**src/rtl/irq_router_pkg.sv**
```systemverilog
package irq_router_pkg;

    // Kind of register addressed by a bus request
    typedef enum logic [2:0] {
        K_NONE,
        K_CTRL,
        K_MISC,
        K_MASK,
        K_PEND,
        K_RAW,
        K_BAD
    } reg_kind_e;

    localparam logic [1:0] SIZE_DW = 2'd3;   // only legal access size: 64 bit
    localparam int         RTC_BIT = 4;      // misc bit holding the RTC state

endpackage

```
**src/rtl/irq_router_regdec.sv**
```systemverilog
module irq_router_regdec
    import irq_router_pkg::*;
#(
    parameter int NUM_CPU = 4,
    parameter int ADDR_W  = 10,
    parameter int CPU_W   = 2
) (
    input  logic              req_valid,
    input  logic              req_write,
    input  logic [1:0]        req_size,
    input  logic [ADDR_W-1:0] req_addr,
    input  logic              wr_rtc_bit,
    output reg_kind_e         kind,
    output logic [CPU_W-1:0]  sel,
    output logic              err
);
    localparam int IDX_W = ADDR_W - 6;
    localparam logic [IDX_W-1:0] CTRL_IDX = IDX_W'(0);
    localparam logic [IDX_W-1:0] MISC_IDX = IDX_W'(1);
    localparam logic [IDX_W-1:0] MASK_LO  = IDX_W'(2);
    localparam logic [IDX_W-1:0] PEND_LO  = IDX_W'(2 + NUM_CPU);
    localparam logic [IDX_W-1:0] RAW_IDX  = IDX_W'(2 + 2 * NUM_CPU);

    logic [IDX_W-1:0] idx;
    logic             off_bad;

    assign idx     = req_addr[ADDR_W-1:6];
    assign off_bad = (req_addr[5:0] != 6'd0);

    always_comb begin
        kind = K_NONE;
        sel  = '0;
        err  = 1'b0;
        if (req_valid) begin
            if (off_bad) begin
                kind = K_BAD;
            end else if (idx == CTRL_IDX) begin
                kind = K_CTRL;
            end else if (idx == MISC_IDX) begin
                kind = K_MISC;
            end else if (idx >= MASK_LO && idx < PEND_LO) begin
                kind = K_MASK;
                sel  = CPU_W'(idx - MASK_LO);
            end else if (idx >= PEND_LO && idx < RAW_IDX) begin
                kind = K_PEND;
                sel  = CPU_W'(idx - PEND_LO);
            end else if (idx == RAW_IDX) begin
                kind = K_RAW;
            end else begin
                kind = K_BAD;
            end
            err = (req_size != SIZE_DW)
                | (kind == K_BAD)
                | (req_write & (kind inside {K_CTRL, K_PEND, K_RAW}))
                | (req_write & (kind == K_MISC) & ~wr_rtc_bit);
        end
    end

endmodule

```
**src/rtl/irq_router_slice.sv**
```systemverilog
module irq_router_slice #(
    parameter int DATA_W = 64
) (
    input  logic              clk,
    input  logic              rst_n,
    input  logic              mask_we,
    input  logic [DATA_W-1:0] mask_wdata,
    input  logic [DATA_W-1:0] raw_d,
    output logic [DATA_W-1:0] mask_q,
    output logic [DATA_W-1:0] pend_q,
    output logic              irq_q
);
    typedef struct packed {
        logic [DATA_W-1:0] mask;
        logic [DATA_W-1:0] pend;
        logic              irq;
    } slice_st_t;

    slice_st_t st_d, st_q;

    always_comb begin
        st_d      = st_q;
        if (mask_we) begin
            st_d.mask = mask_wdata;
        end
        st_d.pend = st_d.mask & raw_d;
        st_d.irq  = (st_d.pend != '0);
    end

    always_ff @(posedge clk or negedge rst_n) begin
        if (!rst_n) begin
            st_q <= '0;
        end else begin
            st_q <= st_d;
        end
    end

    assign mask_q = st_q.mask;
    assign pend_q = st_q.pend;
    assign irq_q  = st_q.irq;


    mask_store_chk: assert property (@(posedge clk) disable iff (!rst_n)
        mask_we |=> (mask_q == $past(mask_wdata)));


    pend_in_mask_chk: assert property (@(posedge clk) disable iff (!rst_n)
        ((pend_q & ~mask_q) == '0));

endmodule

```
**src/rtl/irq_router.sv**
```systemverilog
module irq_router
    import irq_router_pkg::*;
#(
    parameter int NUM_CPU = 4,
    parameter int DATA_W  = 64,
    parameter int ADDR_W  = 10,
    parameter int CPU_W   = (NUM_CPU > 1) ? $clog2(NUM_CPU) : 1
) (
    input  logic               clk,
    input  logic               rst_n,
    input  logic               req_valid,
    input  logic               req_write,
    input  logic [1:0]         req_size,
    input  logic [ADDR_W-1:0]  req_addr,
    input  logic [CPU_W-1:0]   req_cpu,
    input  logic [DATA_W-1:0]  req_wdata,
    output logic               rsp_valid,
    output logic               rsp_err,
    output logic [DATA_W-1:0]  rsp_rdata,
    input  logic [DATA_W-1:0]  dev_post,
    input  logic [DATA_W-1:0]  dev_withdraw,
    input  logic               rtc_event,
    output logic [NUM_CPU-1:0] cpu_irq,
    output logic               rtc_irq
);
    typedef struct packed {
        logic [DATA_W-1:0] raw;
        logic [DATA_W-1:0] misc;
        logic              rtc;
        logic              rsp_valid;
        logic              rsp_err;
        logic [DATA_W-1:0] rsp_rdata;
    } top_st_t;

    top_st_t st_d, st_q;

    reg_kind_e        kind;
    logic [CPU_W-1:0] sel;
    logic             err;
    logic             wr_ok;
    logic             rtc_ack;

    logic [DATA_W-1:0] mask_a [NUM_CPU];
    logic [DATA_W-1:0] pend_a [NUM_CPU];

    irq_router_regdec #(
        .NUM_CPU (NUM_CPU),
        .ADDR_W  (ADDR_W),
        .CPU_W   (CPU_W)
    ) i_regdec (
        .req_valid  (req_valid),
        .req_write  (req_write),
        .req_size   (req_size),
        .req_addr   (req_addr),
        .wr_rtc_bit (req_wdata[RTC_BIT]),
        .kind       (kind),
        .sel        (sel),
        .err        (err)
    );

    assign wr_ok   = req_valid & req_write & ~err;
    assign rtc_ack = wr_ok & (kind == K_MISC);

    always_comb begin
        st_d     = st_q;
        st_d.raw = (st_q.raw & ~dev_withdraw) | dev_post;

        if (rtc_ack) begin
            st_d.misc[RTC_BIT] = 1'b0;
            st_d.rtc           = 1'b0;
        end
        if (rtc_event) begin
            st_d.misc[RTC_BIT] = 1'b1;
            st_d.rtc           = 1'b1;
        end

        st_d.rsp_valid = req_valid;
        st_d.rsp_err   = req_valid & err;
        st_d.rsp_rdata = '0;
        if (req_valid && !req_write && !err) begin
            case (kind)
                K_MISC:  st_d.rsp_rdata = st_q.misc | DATA_W'(req_cpu);
                K_MASK:  st_d.rsp_rdata = mask_a[sel];
                K_PEND:  st_d.rsp_rdata = pend_a[sel];
                K_RAW:   st_d.rsp_rdata = st_q.raw;
                default: st_d.rsp_rdata = '0;
            endcase
        end
    end

    always_ff @(posedge clk or negedge rst_n) begin
        if (!rst_n) begin
            st_q <= '0;
        end else begin
            st_q <= st_d;
        end
    end

    for (genvar c = 0; c < NUM_CPU; c++) begin : g_cpu
        logic we_c;
        assign we_c = wr_ok & (kind == K_MASK) & (sel == CPU_W'(c));

        irq_router_slice #(
            .DATA_W (DATA_W)
        ) i_slice (
            .clk        (clk),
            .rst_n      (rst_n),
            .mask_we    (we_c),
            .mask_wdata (req_wdata),
            .raw_d      (st_d.raw),
            .mask_q     (mask_a[c]),
            .pend_q     (pend_a[c]),
            .irq_q      (cpu_irq[c])
        );


        irq_follows_pend_chk: assert property (@(posedge clk) disable iff (!rst_n)
            (cpu_irq[c] == (pend_a[c] != '0)));


        withdraw_clears_pend_chk: assert property (@(posedge clk) disable iff (!rst_n)
            (dev_withdraw != '0) |=> ((pend_a[c] & $past(dev_withdraw & ~dev_post)) == '0));
    end

    assign rsp_valid = st_q.rsp_valid;
    assign rsp_err   = st_q.rsp_err;
    assign rsp_rdata = st_q.rsp_rdata;
    assign rtc_irq   = st_q.rtc;


    post_sets_raw_chk: assert property (@(posedge clk) disable iff (!rst_n)
        (dev_post != '0) |=> ((st_q.raw & $past(dev_post)) == $past(dev_post)));


    rtc_event_wins_chk: assert property (@(posedge clk) disable iff (!rst_n)
        rtc_event |=> rtc_irq);


    bad_size_err_chk: assert property (@(posedge clk) disable iff (!rst_n)
        (req_valid && req_size != SIZE_DW) |=> (rsp_valid && rsp_err && rsp_rdata == '0));


    rsp_follows_req_chk: assert property (@(posedge clk) disable iff (!rst_n)
        1'b1 |=> (rsp_valid == $past(req_valid)));

endmodule

```
**config.mk**
```make
export PLATFORM = sky130hd
export DESIGN_NAME = irq_router
export DESIGN_NICKNAME = d
export VERILOG_FILES = /design/src/rtl/irq_router_pkg.sv /design/src/rtl/irq_router_regdec.sv /design/src/rtl/irq_router_slice.sv /design/src/rtl/irq_router.sv
export SDC_FILE = /design/constraint.sdc
export NUM_CORES = 1
export LEC_CHECK = 0
export BUFFER_PORTS_ARGS = -buffer_cell sky130_fd_sc_hd__buf_2
export CAP_MARGIN = 25
export CORE_MARGIN = 2
export CORE_UTILIZATION = 30
export CTS_CLUSTER_SIZE = 16
export DETAILED_ROUTE_END_ITERATION = 10
export PLACE_DENSITY = 0.56
export SETUP_SLACK_MARGIN = 0.4
export SYNTH_ARGS = -nofsm -noshare
export SYNTH_HDL_FRONTEND = slang
export SYNTH_SLANG_ARGS = --single-unit
```
**constraint.sdc**
```tcl
create_clock -name clk -period 7.6 [get_ports clk]
set_clock_uncertainty 0.15 [all_clocks]
set_input_delay 1.14 -clock clk [delete_from_list [all_inputs] [get_ports clk]]
set_output_delay 1.14 -clock clk [all_outputs]
set_load 0.01 [all_outputs]
```
Yosys cells after proc, flatten, opt, wreduce, memory -nomap -nowiden
Index checks and enable logic that the tools add are counted.
{"block": "totals", "wordCells": 109, "register_bits": 647, "inputBits": 211}
{"block": "classes", "n_eq_ne": 15, "n_bitwise": 26, "add_sub_neg": 2, "n_lt_le_gt_ge": 5, "reduce_logical": 15, "mux": 29}
{"operator": "$mux W64", "n": 9}
{"operator": "$and A64 B64 Y64", "n": 5}
{"operator": "$bmux W64 S2", "n": 2}
{"operator": "$pmux W64 S4", "n": 1}
{"operator": "$reduce_bool A64 Y1", "n": 4}
{"operator": "$not A64 Y64", "n": 1}
{"operator": "$or A64 B64 Y64", "n": 1}
{"operator": "$mux W3", "n": 7}
{"operator": "$eq A3 B3 Y1 const B", "n": 5}
{"operator": "$mux W2", "n": 7}
{"operator": "$and A1 B1 Y1", "n": 12}
{"operator": "$eq A3 B2 Y1 const B", "n": 3}
{"operator": "$reduce_bool A6 Y1", "n": 1}
{"operator": "$or A5 B2 Y5", "n": 1}
{"operator": "$eq A2 B2 Y1 const B", "n": 2}
{"operator": "$eq A4 B1 Y1 const B", "n": 1}
{"operator": "$eq A4 B4 Y1 const B", "n": 1}
{"operator": "$ge A4 B2 Y1 const B", "n": 1}
{"operator": "$ge A4 B3 Y1 const B", "n": 1}
{"operator": "$logic_and A1 B1 Y1", "n": 4}
{"operator": "$logic_not A4 Y1", "n": 1}
{"operator": "$lt A4 B3 Y1 const B", "n": 1}
{"operator": "$lt A4 B4 Y1 const B", "n": 1}
{"operator": "$sub A2 B2 Y2 const B", "n": 2}
{"operator": "other kinds (12)", "n": 18}

Logic depth before layout (Yosys ltp)
Gate-level depths: netlist of the first run.
{"block": "depth", "ltp_word": 21, "mapped_depth": 12, "depth_no_buf": 8}

Hierarchy
A second synthesis of the first run with hierarchy kept.
{"block": "hier_totals", "cells_unflattened": 2112, "area_unflattened_um2": 28912.7}
{"mod": "irq_router_slice", "n_inst": 4, "cells_per_inst": 307, "seq_area_each_um2": 3228.1, "area_each_um2": 4860.9}
{"mod": "irq_router", "n_inst": 1, "cells_per_inst": 854, "seq_area_each_um2": 3278.1, "area_each_um2": 9266.4}
{"mod": "irq_router_regdec", "n_inst": 1, "cells_per_inst": 30, "seq_area_each_um2": 0.0, "area_each_um2": 202.7}

Least setup slack after synthesis of the first run
OpenSTA, ideal clock, no wires.
{"block": "synth_timing", "path_type": "in2reg", "from": "input port req_addr[4]", "to": "register g_cpu[3].i_slice.st_q (netlist bit g_cpu[3].i_slice.irq_q)", "path_stages": 10, "t_arrival_ps": 3452, "n_path_buf": 3, "setup_ps": 136, "setup_slack_ps": 3862, "path_cell_list": "and4bb_2 > buf_2 > and4_1 > buf_4 > buf_4 > mux2_2 > and2_1 > or4_1 > a2111oi_2 > nand4_1"}
{"item": "start: declaration", "line": "irq_router.sv:14", "rtl": "input logic [ADDR_W-1:0] req_addr,"}
{"item": "end signal: assignment", "line": "irq_router_slice.sv:34", "rtl": "st_q <= st_d;"}
{"item": "end: declaration", "line": "irq_router_slice.sv:19", "rtl": "slice_st_t st_d, st_q;"}

==> results.json, run 1 <==
{
  "outcome": "finished clean",
  "p_int_w": 0.00569,
  "yosysUniqueCellTypes": 53,
  "fin_nets": 2924,
  "synthMuxAreaShare_pct": 5.19,
  "cp_slowest_cell": "nand4_4",
  "slowest_delay_ns": 0.78,
  "reg2reg_from": "st_q[133]",
  "tightest_slew_ns": 1.05,
  "dp_hpwl_mm": 64.3,
  "async_reset_ff_share_pct": 100,
  "holdCritStartpoint": "g_cpu[0].i_slice.mask_q[32]",
  "clk_latency_ns": 0.63,
  "syn_area_mm2": 0.0272,
  "ant_nets": 0,
  "ctsLongestPathBuffers": 3,
  "p_per_area_mw_per_mm2": 231,
  "synth_top_area_cell": "dfrtp_1",
  "netlist.area_leader.share_pct": 59.5,
  "min_period_over_period_pct": 65.0,
  "drive_above_1_share_pct": 18.7,
  "worstPathRequired_ns": 7.94,
  "placedCellCount": 3815,
  "die_h_um": 305,
  "grt_max_degree": 165,
  "start_kind": "input port",
  "worstSetupEndpointType": "flop",
  "synthSimpleGateAreaFrac_pct": 14.4,
  "p_sw_share_pct": 22.8,
  "seq_area_frac_synth_pct": 59.5,
  "finalHoldViolCount": 0,
  "clock.fmax_ghz": 0.202,
  "numPortBuffers": 281,
  "coreArea_mm2": 0.0900,
  "io_pins": 282,
  "drv_slew": 0,
  "clk_pin_slew_ns": 0.06,
  "setup_violations": 0,
  "synth_top_family_by_area": "compound AO/OA/AOI/OAI gates",
  "wire_per_inst_um": 24.6,
  "antenna_found_initial": 29,
  "die_area_mm2": 0.0932,
  "seqPwrFrac_pct": 47.4,
  "rsz0062_at_grt": "false",
  "synthTopCellsByArea": "dfrtp_1 (59%), nand2_1 (7.5%), a22o_1 (4.2%)",
  "synth_xor_xnor_area_share_pct": 0.0322,
  "first_iter_violations": 1828,
  "max-slew-margin-rel_pct": 29.9,
  "rr_worst_depth": 7,
  "fin_ws_ns": 2.66,
  "drv_cap": 0,
  "placementRows": 110,
  "whs_path_depth": 2,
  "avgViaCountPerCell": 5.23,
  "cts.sinks": 647,
  "grt-ovfl-total": 0,
  "synth_edf_count": 0,
  "fin_crit_ns": 4.94,
  "fin_tns_setup_ns": 0,
  "gp_congestion": 0.827,
  "cp.arrival_ns": 5.28,
  "grt_pass1_wl_mm": 142,
  "postCtsHoldBufs": 0,
  "synth_fa_ha_area_share_pct": 0,
  "ctsResizeCount": 0,
  "leakage_nw": 15.9,
  "cts_tree": "done",
  "num_vias": 20700,
  "numCtsBuffers": 71,
  "ctsHtreeMaxLevel": 3,
  "drt_wl_total_mm": 97.0,
  "combPwrFrac_pct": 4.0,
  "die_w_um": 305,
  "postCtsSetupBuffers": 0,
  "num-fill-cells": 9060,
  "drc": 0,
  "crit_fanout": 31,
  "pre_cts_slack_ns": 2.09,
  "crit_chain": "buf_2 -> nor4_4 -> nand4_4 -> buf_4 -> mux2_2 -> and2_1 -> nor4b_1 -> nand4_1 -> or4_1",
  "synth_compound_area_share_pct": 15.5,
  "synth-seq-cells": 647,
  "switching_power_w": 0.00168,
  "track_usage_pct": 20.5,
  "grt_pass1_vias": 20800,
  "final_cells": 3947,
  "synth.avg_cell_area_um2": 10.8,
  "clockRootBuffer": "clkbuf_16",
  "min-delay-path-class": "reg2reg",
  "irDropWorstVdd_v": 0.000167,
  "r2r_slack_ns": 4.35,
  "power_frac_clock_pct": 48.6,
  "min_to": "g_cpu[0].i_slice.mask_q[32]",
  "ys_warn_count": 0,
  "timing.rr.end": "g_cpu[1].i_slice.irq_q",
  "netlist_instances": 2532,
  "worstSetupPathType": "in2reg",
  "syn-num-nets": 2743,
  "area_delta_synth_final_pct": 17.2,
  "dr.pass1.iters": 5,
  "start_util_pct": 30.2,
  "synth_flop_cell": "dfrtp_1"
}
[through the flow]
step,utilization [%],hold slack (ns),total power (W),area [µm²]
6_report,35.4,0.336,0.00738,31900
5_1_grt,35.4,0.359,0.00763,31900
4_1_cts,35.4,0.340,0.00745,31900
3_5_place_dp,32.8,0.314,0.00386,29500
3_3_place_gp,32.7,0.322,0.00386,29500
2_1_floorplan,-,0.298,0.00364,27200
[cell usage in the layout, fill, tap and decap left out, drive strengths merged, types with 3 or more instances in the layout]
cell	synthesis	final
nor2b	51	51
buf	99	310
clkinv	0	12
mux2	76	76
mux2i	55	55
or4	9	9
a221o	3	3
o221ai	61	61
nand2	541	541
and4	5	5
a221oi	130	130
a22oi	7	7
nor3	6	6
bufinv	0	6
o22ai	3	3
nand4	21	21
and2	79	79
a21oi	140	140
or3	3	3
dfrtp	647	647
o22a	3	3
inv	104	107
nor4	51	51
nor2	77	77
nor4b	3	3
o21ai	91	91
a22o	132	132
nand3	9	9
clkbuf	103	108
[synthesized netlist by cell type (all sizes together), types with 3 or more instances]
cell type,count
or4,9
nor3,6
a21oi,140
o22a,3
o21ai,91
o221ai,61
and2,79
a22o,132
mux2,76
nor4,51
a221o,3
nand2,541
a22oi,7
nand4,21
inv,104
a221oi,130
mux2i,55
nand3,9
nor4b,3
dfrtp,647
buf,99
o22ai,3
nor2b,51
and4,5
or3,3
nor2,77
clkbuf,103
[cell type report]
type,count,area [µm²],share of cell area (%)
flip-flops and latches,647,16200,50.8
multi-input cells,1579,9650,30.3
clock buffers,108,2120,6.65
repair buffers,310,1780,5.58
well taps,1176,1470,4.61
inverters,104,390,1.22
clock inverters,21,285,0.894
diodes,2,5.00,0.0157
[cell families (layout without fill, tap and decap cells)]
group | Yosys count | after routing
simple gates | 865 | 865
flops | 647 | 647
compound gates | 582 | 582
buf+inv | 306 | 543
mux | 131 | 131
xor+xnor | 1 | 1
other cells | 0 | 2
[layer usage]
layer	routed length, µm	track usage, %	vias to the layer above
li1	-	-	9295
met1	43000	27.8	10500
met2	45300	33.1	657
met3	6330	4.68	163
met4	2130	5.36	32
met5	207	0	-
[power by group through the flow]
stage | clock network (W) | logic (W) | registers [W]
3_5_place_dp | 0 | 0.000299 | 0.00356
3_3_place_gp | 0 | 0.000300 | 0.00356
5_1_grt | 0.00380 | 0.000329 | 0.00350
4_1_cts | 0.00365 | 0.000300 | 0.00350
6_report | 0.00358 | 0.000296 | 0.00350
2_1_floorplan | 0 | 0.0000908 | 0.00355
[critical path, delay by kind of cell]
family	cells	cell delay [ns]
muxes	1	0.35
buffers and inverters	2	0.70
and+or+nand+nor	6	3.02
[worst max path at each step]
stage                     start                endpoint  slack [ns]  cells after the start
floorplan           req_addr[4]  g_cpu[3].i_slice.irq_q        3.86                     10
global placement    req_addr[1]  g_cpu[1].i_slice.irq_q        2.16                      9
detailed placement  req_addr[1]  g_cpu[1].i_slice.irq_q        2.09                      9
CTS                 req_addr[1]  g_cpu[1].i_slice.irq_q        2.76                      9
global route        req_addr[1]  g_cpu[1].i_slice.irq_q        2.59                      9
finish              req_addr[1]  g_cpu[1].i_slice.irq_q        2.66                      9
[registers in the layout, summed over array words and instances, names as in the netlist]
register / cells
g_cpu.i_slice.irq_q: 4
g_cpu.i_slice.mask_q: 256
g_cpu.i_slice.pend_q: 256
rsp_err: 1
rsp_rdata: 64
rsp_valid: 1
rtc_irq: 1
st_q: 64
No activity file was read; power rests on OpenSTA's default activity.
==> run 2, diff against run 1 <==
Clock period 7.6 ns to 4.7 ns, I/O delays scaled along.
==> results.json, run 2 (same netlist as run 1, synthesis figures left out) <==
{
  "wire_per_inst_um": 25.0,
  "first_iter_violations": 1995,
  "dr.pass1.iters": 5,
  "crit_path_start": "req_addr[1]",
  "ctsLongestPathBuffers": 3,
  "max-slew-margin-rel_pct": 34.8,
  "num_vias": 21000,
  "finalHoldViolCount": 7,
  "area_delta_synth_final_pct": 18.6,
  "seq_area_mm2": 0.0162,
  "die_h_um": 305,
  "cp.arrival_ns": 4.21,
  "antenna_found_initial": 31,
  "fin_crit_ns": 3.87,
  "ctsHtreeMaxLevel": 3,
  "p_sw_share_pct": 23.1,
  "failed_checks": "hold timing",
  "cts_tree": "done",
  "drc": 0,
  "irDropWorstVdd_v": 0.000235,
  "tightest_slew_ns": 0.978,
  "cts.sinks": 647,
  "clock.fmax_ghz": 0.258,
  "drt_wl_total_mm": 99.6,
  "start_kind": "input port",
  "worstPathRequired_ns": 5.03,
  "grt-ovfl-total": 0,
  "track_usage_pct": 21.3,
  "leakage_nw": 16.2,
  "slowest_delay_ns": 0.63,
  "start_util_pct": 30.2,
  "ant_nets": 0,
  "rsz0062_at_grt": "false",
  "die_area_mm2": 0.0932,
  "numPortBuffers": 281,
  "drv_cap": 0,
  "numCtsBuffers": 71,
  "worstSetupEndpointType": "flop",
  "ctsResizeCount": 0,
  "setup_violations": 0,
  "multi_input_area_mm2": 0.00964,
  "fin_tns_setup_ns": 0,
  "seqPwrFrac_pct": 47.7,
  "placementRows": 110,
  "dp_hpwl_mm": 69.9,
  "num-fill-cells": 9079,
  "p_per_area_mw_per_mm2": 367,
  "fin_ws_ns": 0.827,
  "clk_pin_slew_ns": 0.06,
  "min-delay-path-class": "in2async",
  "coreArea_mm2": 0.0900,
  "final_cell_mix": "dfrtp_1 (647), nand2_1 (541), buf_2 (280)",
  "crit_fanout": 36,
  "cp_slowest_cell": "nor4_4",
  "p_int_w": 0.00912,
  "postCtsSetupBuffers": 0,
  "gp_congestion": 0.885,
  "hold_ws_ns": -0.0158,
  "fin_nets": 2963,
  "outcome": "finished with violations",
  "crit_top_cell": "nand4_1",
  "grt_max_degree": 129,
  "clockRootBuffer": "clkbuf_16",
  "reg2reg_from": "st_q[146]",
  "avgViaCountPerCell": 5.27,
  "io_pins": 282,
  "rr_worst_depth": 7,
  "layout_commonest_cell": "dfrtp_1",
  "clk_latency_ns": 0.61,
  "postCtsHoldBufs": 0,
  "die_w_um": 305,
  "grt_pass1_vias": 21500,
  "drive_above_1_share_pct": 20.0,
  "min_period_over_period_pct": 82.4,
  "worstSetupPathType": "in2reg",
  "crit_chain": "buf_2 -> nor4_4 -> nand4_1 -> buf_12 -> mux2_2 -> and2_1 -> nor4_1 -> buf_4 -> nand4_1 -> or4_1",
  "switching_power_w": 0.00274,
  "power_frac_clock_pct": 48.1,
  "combPwrFrac_pct": 4.2,
  "grt_pass1_wl_mm": 147,
  "drv_slew": 0,
  "pre_cts_slack_ns": 0.208
}
-- run 2: cell types whose count changed in the layout (fill, tap and decap cells not counted), sizes merged --
cell,previous run,this run
clkinv,12,16
clkinvlp,0,2
bufinv,6,4
buf,310,349
clkbuf,108,101
diode,2,7
-- run 2: layout make-up --
class,instances,share of cell area (%)
Antenna cell,7,0.0542
Clock inverter,25,0.818
Timing Repair Buffer,349,6.82
Clock buffer,101,6.54
Tap cell,1176,4.56
Inverter,104,1.21
Sequential cell,647,50.1
Multi-Input combinational cell,1579,29.9
-- run 2: metal layers --
layer	GRT usage (%)	share of wire (%)	vias to the layer above
met5	0	0.22	-
met4	7.68	3.3	32
met3	4.58	6.9	186
met2	33.5	46	733
met1	28.8	43	10700
li1	-	-	9379
-- run 2: critical path, delay by kind of cell --
family / cells / cell delay (ns)
buffers and inverters: 3 / 0.63
AND/OR/NAND/NOR: 6 / 2.50
multiplexers: 1 / 0.31
-- run 2: power by group through the flow --
stage                     registers [W]  clock network (W)  logic (W)
after CTS                       0.00566            0.00580   0.000504
after global placement          0.00576                  0   0.000502
final                           0.00566            0.00570   0.000495
after detailed placement        0.00576                  0   0.000502
after floorplan                 0.00574                  0   0.000147
after global routing            0.00566            0.00603   0.000554
-- run 2: final timing paths --
path                                     endpoint  slack (ns)
max                        g_cpu[0].i_slice.irq_q        0.83
max in group asynchronous  g_cpu[3].i_slice.irq_q        3.22
max reg2reg                g_cpu[1].i_slice.irq_q        1.33
min reg2reg                         rsp_rdata[48]        0.33
min in group clk                          rtc_irq        0.13
min                                 rsp_rdata[28]       -0.02
-- run 2: per-stage QoR --
step	hold WS [ns]	total power [W]	instance area [µm²]	instances	util, %
global placement	0.312	0.00626	29900	3855	33.2
global route	0.0412	0.0122	32300	3986	35.9
CTS	0.0261	0.0120	32300	3981	35.9
finish	-0.0158	0.0119	32300	3988	35.9
detailed placement	0.317	0.00626	29900	3855	33.2
floorplan	0.259	0.00589	27200	2532	-
